`config.mk`:
```
export PLATFORM = sky130hd
export DESIGN_NAME = sar_adc_seq
export DESIGN_NICKNAME = d
export VERILOG_FILES = /design/src/rtl/sar_adc_seq.sv
export SDC_FILE = /design/constraint.sdc
export NUM_CORES = 1
export LEC_CHECK = 0
export BUFFER_PORTS_ARGS = -buffer_cell sky130_fd_sc_hd__buf_2
export CORE_UTILIZATION = 61
export DETAILED_ROUTE_END_ITERATION = 16
export GPL_ROUTABILITY_DRIVEN = 1
export GPL_TIMING_DRIVEN = 0
export PLACE_DENSITY = 0.85
export RECOVER_POWER = 50
export SLEW_MARGIN = 10
export SYNTH_ARGS = -nofsm -noshare
export SYNTH_HDL_FRONTEND = slang
export SYNTH_SLANG_ARGS = --single-unit
```
`constraint.sdc`:
```
create_clock -name clk -period 3.36 [get_ports clk]
set_input_delay 0.336 -clock clk [delete_from_list [all_inputs] [get_ports clk]]
set_output_delay 0.336 -clock clk [all_outputs]
set_load 0.02 [all_outputs]
```
`src/rtl/sar_adc_seq.sv`:
```
module sar_adc_seq #(
  parameter int ACQ_CYC = 16,
  parameter int BIT_CYC = 4,
  parameter int RES_W   = 8
) (
  input  logic             clk,
  input  logic             rst_n,
  input  logic             cnvst_i,
  input  logic             sclk_i,
  input  logic             cmp_ge_i,
  output logic [RES_W-1:0] dac_code_o,
  output logic             ch_sel_o,
  output logic             sdo_o,
  output logic             sdo_oe_o,
  output logic             pwr_en_o
);
  localparam int CNT_MAX = (ACQ_CYC > BIT_CYC) ? ACQ_CYC : BIT_CYC;
  localparam int CNT_W   = $clog2(CNT_MAX + 1);
  localparam int IDX_W   = $clog2(RES_W);
  localparam int RCNT_W  = $clog2(RES_W + 1);
  localparam logic [RES_W-1:0] MID_CODE = {1'b1, {(RES_W-1){1'b0}}};

  typedef enum logic [1:0] {ST_IDLE, ST_ACQ, ST_CONV, ST_READ} st_t;

  st_t              st;
  logic [2:0]       cv_q, sk_q;
  logic [CNT_W-1:0] tcnt;
  logic [IDX_W-1:0] bidx;
  logic [RCNT_W-1:0] rcnt;
  logic [RES_W-1:0] sar, sar_nxt;
  logic             ch, armed;
  logic             cv_fall, sk_rise, sk_fall;

  always_ff @(posedge clk or negedge rst_n) begin
    if (!rst_n) begin
      cv_q <= '0;
      sk_q <= '0;
    end else begin
      cv_q <= {cv_q[1:0], cnvst_i};
      sk_q <= {sk_q[1:0], sclk_i};
    end
  end

  assign cv_fall = cv_q[2] & ~cv_q[1];
  assign sk_rise = ~sk_q[2] & sk_q[1];
  assign sk_fall = sk_q[2] & ~sk_q[1];

  always_comb begin
    sar_nxt = sar;
    if (!cmp_ge_i) sar_nxt[bidx] = 1'b0;
    if (bidx != '0) sar_nxt[bidx - 1'b1] = 1'b1;
  end

  always_ff @(posedge clk or negedge rst_n) begin
    if (!rst_n) begin
      st    <= ST_IDLE;
      tcnt  <= '0;
      bidx  <= IDX_W'(RES_W - 1);
      rcnt  <= '0;
      sar   <= '0;
      ch    <= 1'b0;
      armed <= 1'b0;
    end else if (cv_fall) begin
      st   <= ST_ACQ;
      tcnt <= '0;
      sar  <= MID_CODE;
      if (st == ST_ACQ || st == ST_CONV) ch <= 1'b1;
    end else begin
      case (st)
        ST_ACQ: begin
          if (tcnt == CNT_W'(ACQ_CYC - 1)) begin
            st   <= ST_CONV;
            tcnt <= '0;
            bidx <= IDX_W'(RES_W - 1);
            sar  <= MID_CODE;
          end else begin
            tcnt <= tcnt + 1'b1;
          end
        end
        ST_CONV: begin
          if (tcnt == CNT_W'(BIT_CYC - 1)) begin
            tcnt <= '0;
            sar  <= sar_nxt;
            if (bidx == '0) begin
              st    <= ST_READ;
              bidx  <= IDX_W'(RES_W - 1);
              rcnt  <= '0;
              armed <= 1'b0;
            end else begin
              bidx <= bidx - 1'b1;
            end
          end else begin
            tcnt <= tcnt + 1'b1;
          end
        end
        ST_READ: begin
          if (sk_rise) begin
            armed <= 1'b1;
            rcnt  <= rcnt + 1'b1;
            if (rcnt == RCNT_W'(RES_W - 1)) begin
              st <= ST_IDLE;
              ch <= 1'b0;
            end
          end else if (sk_fall && armed) begin
            armed <= 1'b0;
            if (bidx != '0) bidx <= bidx - 1'b1;
          end
        end
        default: ;
      endcase
    end
  end

  assign dac_code_o = sar;
  assign ch_sel_o   = ch;
  assign pwr_en_o   = (st == ST_ACQ) || (st == ST_CONV);
  assign sdo_oe_o   = (st != ST_IDLE);
  assign sdo_o      = (st == ST_READ) ? sar[bidx] : 1'b0;
endmodule

```
==> qor.txt, run 1 <==
status: complete, but fails checks
violated checks: DRC, capacitance limit, slew limit
proportion of layout cells with a drive suffix above 1: 18.3%
buffers plus inverters on the worst setup path: 2
clock tree sinks: 30
Ant. Diodes: 0
Worst EP arrival: 2960 ps
half-perimeter wire length of the detailed placement result: 2890 um
number of global-route vias before repair: 1,540
highest attainable clock frequency: 0.374 GHz
wire length on met1: 1670 um
clock slew at the register clock pins of the worst setup and hold paths: 90 ps
Routed Antenna Nets: 0
total vias in the final route: 1,560
Setup Fix Bufs, Post-CTS: 0
Total Negative Setup Slacks: 0 ps
number of buffers created by CTS: 5
Setup violations, final: 0
global route total overflow: 0
static leakage: 0.935 nW
setup repair after global routing missed its margin: false
area of the core region: 2830 sq um
Clk Latency, worst-skew pair: 350 ps
Hold Crit Endpoint: cv_q[0]
Die Y-Extent: 57.4 um
top library cells by usage in the layout, fill and taps aside: sky130_fd_sc_hd__dfrtp_1, sky130_fd_sc_hd__nand2_1, sky130_fd_sc_hd__buf_2
met2 routed WL: 1920 um
total wire length: 3890 um
CTS tree: yes
fill cell instance count of the final layout: 210
max-slew violations: 31
DRC violation total after the first TritonRoute iteration: 84
die width: 57.4 um
weighted congestion at the end of routability-driven global placement: 0.853
PostCTS Resize Cnt: 0
type of the tightest min-delay check: input port to register
remaining max-slew budget at the tightest pin: -2.89%
metal3 WL: 190 um
standard cell with the maximum stage delay on the critical path: sky130_fd_sc_hd__dfstp_2
endpoint of the lowest-slack register-to-register path: bidx[1]
FFs w/ async S/R, synth: 100%
startpoint of the worst register-to-register path: bidx[0]
delay of the slowest critical-path stage: 540 ps
period utilization: 79.6%
Die ar.: 3300 sq um
Hold Path Origin: cnvst_i
P&R area growth vs syn: 9.48%
dominant delay contributor by cell family on the critical path: buffers and inverters
most used flip-flop cell after synthesis: sky130_fd_sc_hd__dfrtp_1
combined area of all synthesized cells: 1870 sq um
Max Buffers Root-to-Sink: 2
worst reg2reg path depth: 7
synthesized instance count: 189
fin crit period: 2670 ps
I/O pin total: 17
r2r setup slk: 690 ps
mean number of vias per cell: 6.39
count of flip-flops with a built-in enable after synthesis: 0
GRT Overall Usage: 28.2%
pin count of the biggest net entering global routing: 31
worst vdd rail ir drop: 0.433 mV
sequential fraction of the synthesis area: 40.3%
# Max-Cap Violations: 1
endpoint kind of the worst setup timing path: register
H-tree depth: 2
power per standard cell area: 752 nW/um^2
Post-CTS Hold Fix Bufs: 0
starting density of the core: 66.3%
total number of placement rows: 19
max layer used: met4
Hold Vio Cnt, Final: 0
global-route wire length before repair: 6980 um
actual transition at the worst max-transition pin: 1540 ps
critical path launch point type: register
Syn Nets: 205
CP Class: register to register
initial antenna violation count: 0
Avg Synthesized Cell Area: 9.92 sq um
critical path data required time: 3640 ps
number of library cell types mapped by synthesis: 47
fraction of synthesized cell area taken by the top area cell type: 36.0%
area leader, netlist: sky130_fd_sc_hd__dfrtp_1
post-synthesis sequential element count: 30
iteration count of the initial detailed-routing pass: 10
most common cell after layout, fill and taps aside: sky130_fd_sc_hd__dfrtp_1
ranking of synthesized cells by area: sky130_fd_sc_hd__dfrtp_1, sky130_fd_sc_hd__ha_1, sky130_fd_sc_hd__dfstp_2
number of nets in the finished design: 228
Port-buffer cells: 16
biggest fanout along the worst timing path: 10
number of cells on the worst hold path: 1
cell breakdown of the critical path: clkbuf_1, inv_1, ha_1, nor2b_1, o41ai_1, nand3_2, mux2_4
Yosys warning total: 0
average wire per standard cell: 16.0 um
Clock Root Buffer: sky130_fd_sc_hd__clkbuf_4
Setup Skew: 11.2 ps
DRC violations left: 1
final total power: 1.54 mW
## registers in the layout, indices dropped and copies added, names as in the netlist
name / flops
tcnt: 5
sk_q: 3
armed: 1
ch_sel_o: 1
cv_q: 3
rcnt: 4
bidx: 3
dac_code_o: 8
st: 2
## synth_stat cells, drive strengths merged (2+ instances only)
| cell | n |
|---|---|
| a211oi | 2 |
| a21oi | 9 |
| a31o | 2 |
| a32o | 7 |
| buf | 2 |
| clkbuf | 7 |
| dfrtp | 27 |
| dfstp | 3 |
| ha | 11 |
| inv | 10 |
| mux2 | 2 |
| mux2i | 4 |
| mux4 | 2 |
| nand2 | 20 |
| nand2b | 9 |
| nand3 | 10 |
| nand4 | 3 |
| nor2 | 12 |
| nor2b | 6 |
| nor3 | 4 |
| nor3b | 2 |
| nor4b | 2 |
| o211ai | 3 |
| o21ai | 4 |
| o31ai | 3 |
| o41ai | 3 |
| or2 | 2 |
| or4 | 2 |
| xnor2 | 2 |
## worst reg2reg max path, stage by stage (launching register included)
cell	delay (ps)
sky130_fd_sc_hd__dfstp_2	540
sky130_fd_sc_hd__clkbuf_1	350
sky130_fd_sc_hd__inv_1	230
sky130_fd_sc_hd__ha_1	310
sky130_fd_sc_hd__nor2b_1	170
sky130_fd_sc_hd__o41ai_1	480
sky130_fd_sc_hd__nand3_2	190
sky130_fd_sc_hd__mux2_4	340
## per-layer routing
layer | up-vias | track usage (%)
met3 | 14 | 4.76
met1 | 751 | 34.2
met4 | 0 | 16.0
met5 | - | 0
met2 | 56 | 47.5
li1 | 739 | -
## per-stage QoR
stage / setup slack, ps / utilization (%) / cell area (sq um) / hold WS (ps) / std cells
6_report: 686 / 72.5 / 2050 / 97.3 / 244
5_1_grt: 580 / 72.5 / 2050 / 82.1 / 244
4_1_cts: 726 / 72.6 / 2050 / 22.2 / 244
3_5_place_dp: 755 / 70.5 / 1990 / 346 / 236
3_3_place_gp: 753 / 70.5 / 1990 / 335 / 236
2_1_floorplan: 1070 / - / 1870 / 40.4 / 189
## worst max path at each step
| stage | from | end | slack (ps) | depth (start not counted) |
|---|---|---|---|---|
| floorplan | bidx[0] | bidx[1] | 1070 | 7 |
| global placement | bidx[0] | bidx[1] | 750 | 7 |
| detailed placement | bidx[0] | bidx[1] | 750 | 7 |
| CTS | bidx[0] | bidx[1] | 730 | 7 |
| global route | bidx[0] | bidx[1] | 580 | 7 |
| finish | bidx[0] | bidx[1] | 690 | 7 |
## power by group
group	switching (mW)	leakage, nW	internal, mW
registers	0.0784	0.374	0.447
clock network	0.127	0.0353	0.101
logic	0.467	0.526	0.322
## logic make-up (layout without fill, tap and decap cells)
kind of cell,count (synthesis),in the layout,share of synthesized area [%]
DFF,30,30,40.3
muxes,8,8,6.14
AOI/OAI and AO/OA,42,42,18.5
adders and majority gates,11,11,7.34
and+or+nand+nor,77,77,22.9
xor gates and xnor gates,2,2,0.935
buffers and inverters,19,43,3.94
## area by class of cell
| type | count | area [sq um] | share of cell area (%) |
|---|---|---|---|
| plain buffers | 9 | 36.3 | 1.77 |
| clock buffers | 7 | 55.1 | 2.68 |
| clock inverters | 1 | 5.00 | 0.244 |
| inverters | 10 | 37.5 | 1.83 |
| multi-input cells | 140 | 1050 | 51.0 |
| flip-flops and latches | 30 | 754 | 36.8 |
| well taps | 31 | 38.8 | 1.89 |
| repair buffers | 16 | 78.8 | 3.84 |
Note: power is estimated with default switching activity, not from simulation.
==> run 2, diff against run 1 <==
CORE_UTILIZATION = 59   (was 61)
PLACE_DENSITY = 0.82   (was 0.85)
clock period = 2.5 ns   (was 3.36 ns; I/O delays follow)
==> run 2 against run 1 <==
The run ends with capacitance limit, slew limit left. Core utilization is 2.5 points lower. Cell count is 6.6% higher. Combinational power up 42%. Cell area up 3.4%. Die area increased by 3.3%. Sequential cell count unchanged. Setup slack worse by 550 ps. Clock power is 38% higher.
==> qor.txt, run 2 (synthesized netlist as in run 1, its figures left out) <==
status: complete, but fails checks
violated checks: capacitance limit, slew limit
most common cell after layout, fill and taps aside: sky130_fd_sc_hd__dfrtp_1
Max Buffers Root-to-Sink: 2
average wire per standard cell: 16.4 um
remaining max-slew budget at the tightest pin: -7.75%
Hold Vio Cnt, Final: 0
starting density of the core: 61.9%
DRC violations left: 0
worst hold slack across all endpoints: 361 ps
mean number of vias per cell: 6.15
pin count of the biggest net entering global routing: 31
Die Y-Extent: 58.4 um
GRT Overall Usage: 29.2%
clock tree sinks: 30
clock slew at the register clock pins of the worst setup and hold paths: 100 ps
P&R area growth vs syn: 13.2%
Final Cell Area: 2120 sq um
Setup Fix Bufs, Post-CTS: 0
Worst EP arrival: 2640 ps
CTS tree: yes
r2r setup slk: 140 ps
setup repair after global routing missed its margin: false
total wire length: 4270 um
startpoint of the worst register-to-register path: bidx[1]
die width: 58.4 um
number of nets in the finished design: 231
# Max-Cap Violations: 1
number of cells on the worst hold path: 0
I/O pin total: 17
worst reg2reg path depth: 7
H-tree depth: 2
Ant. Diodes: 0
initial antenna violation count: 0
number of global-route vias before repair: 1,647
proportion of layout cells with a drive suffix above 1: 19.4%
area of the core region: 3030 sq um
critical path launch point type: register
number of buffers created by CTS: 5
Hold Path Origin: sk_q[0]
endpoint kind of the worst setup timing path: register
Port-buffer cells: 16
number of flip-flops in the largest register: 8
Seq pwr share: 33.1%
post-place instance area: 2010 sq um
Total Negative Setup Slacks: 0 ps
worst vdd rail ir drop: 0.520 mV
static leakage: 0.958 nW
Clk Latency, worst-skew pair: 350 ps
actual transition at the worst max-transition pin: 1620 ps
fraction of power consumed by combinational cells: 52.2%
Die ar.: 3410 sq um
highest attainable clock frequency: 0.423 GHz
internal power consumption: 1.19 mW
endpoint of the lowest-slack register-to-register path: bidx[1]
power per standard cell area: 1010 nW/um^2
type of the tightest min-delay check: register to register
fill cell instance count of the final layout: 236
max-slew violations: 31
CP Class: register to register
total vias in the final route: 1,598
fin crit period: 2360 ps
iteration count of the initial detailed-routing pass: 4
period utilization: 94.6%
global route total overflow: 0
Routed Antenna Nets: 0
total number of placement rows: 20
part of the power in the clock network: 14.7%
Setup violations, final: 0
global-route wire length before repair: 7330 um
Hold Crit Endpoint: sk_q[1]
switching part of the total: 44.5%
critical path data required time: 2780 ps
sw power: 954 uW
half-perimeter wire length of the detailed placement result: 2940 um
Clock Root Buffer: sky130_fd_sc_hd__clkbuf_4
DRC violation total after the first TritonRoute iteration: 105
weighted congestion at the end of routability-driven global placement: 0.858
top library cells by usage in the layout, fill and taps aside: sky130_fd_sc_hd__dfrtp_1, sky130_fd_sc_hd__nand2_1, sky130_fd_sc_hd__buf_2
Setup Skew: 17.2 ps
biggest fanout along the worst timing path: 9
run 2: cell count changes in the layout (fill, tap and decap cells not counted), sizes merged:
| cell | delta |
|---|---|
| dlygate4sd3 | +3 |
run 2: power groups by stage:
stage / Clock (mW) / Combinational (mW) / Sequential [mW]
after global routing: 0.343 / 1.24 / 0.722
after global placement: 0 / 1.02 / 0.703
after detailed placement: 0 / 1.07 / 0.714
final: 0.314 / 1.12 / 0.710
after CTS: 0.321 / 1.11 / 0.705
after floorplan: 0 / 0.815 / 0.708
run 2: per-layer routing:
metal  vias to the layer above  GRT usage [%]  share of wire [%]
met2                        60           46.3                 49
met1                       776           35.8                 42
met5                         -              0                  0
met3                        17           6.15                5.8
li1                        745              -                  -
met4                         0           19.7                3.0
run 2: critical path: stages, from the launching register on:
cell and delay (ps):
sky130_fd_sc_hd__dfstp_2 530, sky130_fd_sc_hd__clkbuf_1 310, sky130_fd_sc_hd__inv_1 120, sky130_fd_sc_hd__ha_1 230
sky130_fd_sc_hd__nor2b_1 170, sky130_fd_sc_hd__o41ai_2 400, sky130_fd_sc_hd__nand3_2 190, sky130_fd_sc_hd__mux2_4 340
run 2: timing repair:
item                                   4_1_cts  5_1_grt
hold buffers                                 3        0
gates resized for setup                      4        0
setup endpoints to repair                   10        0
endpoints found under the hold margin       29        0
run 2: final cells by class:
| type | instances | area [sq um] | area share, % |
|---|---|---|---|
| Multi-Input combinational cell | 140 | 1070 | 50.4 |
| Sequential cell | 30 | 754 | 35.6 |
| Timing Repair Buffer | 19 | 109 | 5.13 |
| Clock buffer | 7 | 55.1 | 2.59 |
| Tap cell | 44 | 55.1 | 2.59 |
| Buffer | 9 | 37.5 | 1.77 |
| Inverter | 10 | 37.5 | 1.77 |
| Clock inverter | 1 | 5.00 | 0.236 |
run 2: how the worst max path moves through the flow:
stage                     startpoint      end  slack, ps  cells after the start
after floorplan              bidx[0]  bidx[1]        210                      7
after global placement       bidx[0]  bidx[1]       -100                      7
after detailed placement     bidx[0]  bidx[1]       -170                      7
after CTS                    bidx[1]  bidx[1]        150                      7
after global routing         bidx[1]  bidx[1]         20                      7
final                        bidx[1]  bidx[1]        140                      7
run 2: through the flow:
| stage | util [%] | total power, mW | cells | worst slack (ps) |
|---|---|---|---|---|
| after floorplan | - | 1.52 | 189 | 214 |
| after global placement | 66.4 | 1.73 | 249 | -102 |
| after detailed placement | 66.4 | 1.78 | 249 | -168 |
| after CTS | 70.1 | 2.14 | 260 | 149 |
| after global routing | 70.1 | 2.31 | 260 | 17.7 |
| final | 70.1 | 2.14 | 260 | 136 |
==> run 3, diff against run 2 <==
--- a/config.mk
+++ b/config.mk
@@ -13,6 +13,8 @@
 export PLACE_DENSITY = 0.82
 export RECOVER_POWER = 50
+export SETUP_SLACK_MARGIN = 0.3
 export SLEW_MARGIN = 10
 export SYNTH_ARGS = -nofsm -noshare
 export SYNTH_HDL_FRONTEND = slang
 export SYNTH_SLANG_ARGS = --single-unit
+export TNS_END_PERCENT = 100
==> constraint.sdc (replaced) <==
create_clock -name clk -period 2.5 [get_ports clk]
set_input_delay 0.25 -clock clk [delete_from_list [all_inputs] [get_ports clk]]
set_output_delay 0.25 -clock clk [all_outputs]
set_load 0.01 [all_outputs]
==> run 3 against run 2 <==
The flow still finishes with violations (capacitance limit, slew limit). Via count is 0.31% lower. Combinational power is 6% higher. Clock skew is 7.2 ps lower. Largest cell class unchanged. Die area stayed put. Critical path depth is 1 lower. Non-clock buffer count is 3 higher. Critical endpoint is now dac_code_o[7]. Maximum frequency is 9.6% higher. Clock-buffer cell count is 1 higher. Register-to-register slack better by 210 ps. Power is 1.5% higher. First-iteration DRC count is 2.9% higher. Sequential power hardly changed.
==> qor.txt, run 3 (synthesized netlist as in run 1, its figures left out) <==
top library cells by usage in the layout, fill and taps aside: sky130_fd_sc_hd__dfrtp_1, sky130_fd_sc_hd__nand2_1, sky130_fd_sc_hd__buf_2
critical path data required time: 2720 ps
violated checks: capacitance limit, slew limit
max-slew violations: 31
post-layout worst setup margin: 342 ps
placement-stage worst setup slack: -26.6 ps
endpoint kind of the worst setup timing path: register
metal3 WL: 282 um
number of nets in the finished design: 234
Setup violations, final: 0
endpoint of the lowest-slack register-to-register path: dac_code_o[7]
proportion of layout cells with a drive suffix above 1: 22.8%
CP Class: register to register
half-perimeter wire length of the detailed placement result: 2800 um
biggest fanout along the worst timing path: 6
DRC violations left: 0
setup repair after global routing missed its margin: true
static leakage: 0.971 nW
Clock Root Buffer: sky130_fd_sc_hd__clkbuf_4
area of the core region: 3030 sq um
H-tree depth: 2
DRC violation total after the first TritonRoute iteration: 108
number of cells in the design after placement: 249
Hold Path Origin: sclk_i
max layer used: met4
highest attainable clock frequency: 0.463 GHz
wire length on met1: 1710 um
number of cells on the worst hold path: 1
Total Negative Setup Slacks: 0 ps
final total power: 2.18 mW
iteration count of the initial detailed-routing pass: 4
most common cell after layout, fill and taps aside: sky130_fd_sc_hd__dfrtp_1
Die Y-Extent: 58.4 um
Hold Crit Endpoint: sk_q[0]
total wire length: 4010 um
Die ar.: 3410 sq um
count of non-filler cells in the finished layout: 263
power per standard cell area: 993 nW/um^2
status: complete, but fails checks
Routed Antenna Nets: 0
GRT Overall Usage: 26.4%
type of the tightest min-delay check: input port to register
pin count of the biggest net entering global routing: 31
period utilization: 86.3%
clock tree sinks: 30
mean number of vias per cell: 6.06
worst vdd rail ir drop: 0.533 mV
weighted congestion at the end of routability-driven global placement: 0.859
Clk Latency, worst-skew pair: 330 ps
worst reg2reg path depth: 6
P&R area growth vs syn: 16.9%
Worst EP arrival: 2380 ps
Post-Route Utilization: 72.4%
# Max-Cap Violations: 1
fin crit period: 2160 ps
Port-buffer cells: 16
total number of placement rows: 20
number of flip-flops in the largest register: 8
Hold Vio Cnt, Final: 0
number of global-route vias before repair: 1,454
starting density of the core: 61.9%
clock slew at the register clock pins of the worst setup and hold paths: 90 ps
total vias in the final route: 1,593
met2 routed WL: 1920 um
Max Buffers Root-to-Sink: 2
Ant. Diodes: 0
I/O pin total: 17
global route total overflow: 0
remaining max-slew budget at the tightest pin: -7.42%
critical path launch point type: register
initial antenna violation count: 0
die width: 58.4 um
actual transition at the worst max-transition pin: 1610 ps
CTS tree: yes
global-route wire length before repair: 6670 um
startpoint of the worst register-to-register path: bidx[0]
r2r setup slk: 340 ps
Setup Skew: 9.98 ps
average wire per standard cell: 15.2 um
number of buffers created by CTS: 5
## run 3: critical path: stages, from the launching register on
cell	delay, ps
sky130_fd_sc_hd__dfstp_2	550
sky130_fd_sc_hd__buf_6	120
sky130_fd_sc_hd__clkinvlp_4	150
sky130_fd_sc_hd__ha_1	280
sky130_fd_sc_hd__xnor2_1	480
sky130_fd_sc_hd__o41ai_1	150
sky130_fd_sc_hd__a221o_1	320
## run 3: cell type report
type                       count  area [sq um]
timing repair buffer          22           126
fill                         215           837
clock buffer                   8          48.8
tap                           44          55.1
buffer                         9          53.8
multi-input combinational    140          1110
sequential                    30           754
inverter                      10          41.3
## run 3: metal layers
metal,vias to the layer above,track usage (%)
li1,758,-
met5,-,0
met2,65,41.7
met4,0,11.2
met1,760,34.7
met3,10,6.59
## run 3: worst max path at each step
stage	cells past startpoint	slack, ps	from	to
floorplan	7	310	bidx[0]	bidx[1]
global placement	7	-50	bidx[0]	dac_code_o[2]
detailed placement	7	-30	bidx[0]	dac_code_o[2]
CTS	7	310	bidx[0]	dac_code_o[2]
global route	6	240	bidx[0]	dac_code_o[7]
finish	6	340	bidx[0]	dac_code_o[7]
## run 3: per-stage QoR
step,instance area [sq um],hold WS (ps)
6_report,2190,19.2
5_1_grt,2190,1.29
3_3_place_gp,2020,306
4_1_cts,2100,5.55
3_5_place_dp,2020,320
2_1_floorplan,1880,-45.6
## run 3: where the power goes
part,switching (mW),internal (mW)
clock,0.158,0.112
sequential,0.111,0.601
combinational,0.655,0.539
total,0.924,1.25
## run 3: timing repair
item | in CTS | in global routing
buffers inserted | 0 | 5
endpoints found under the hold margin | 27 | 0
hold buffers | 1 | 0
endpoints found under the setup margin | 18 | 14
pin swaps | 2 | 3
resized for setup | 6 | 13
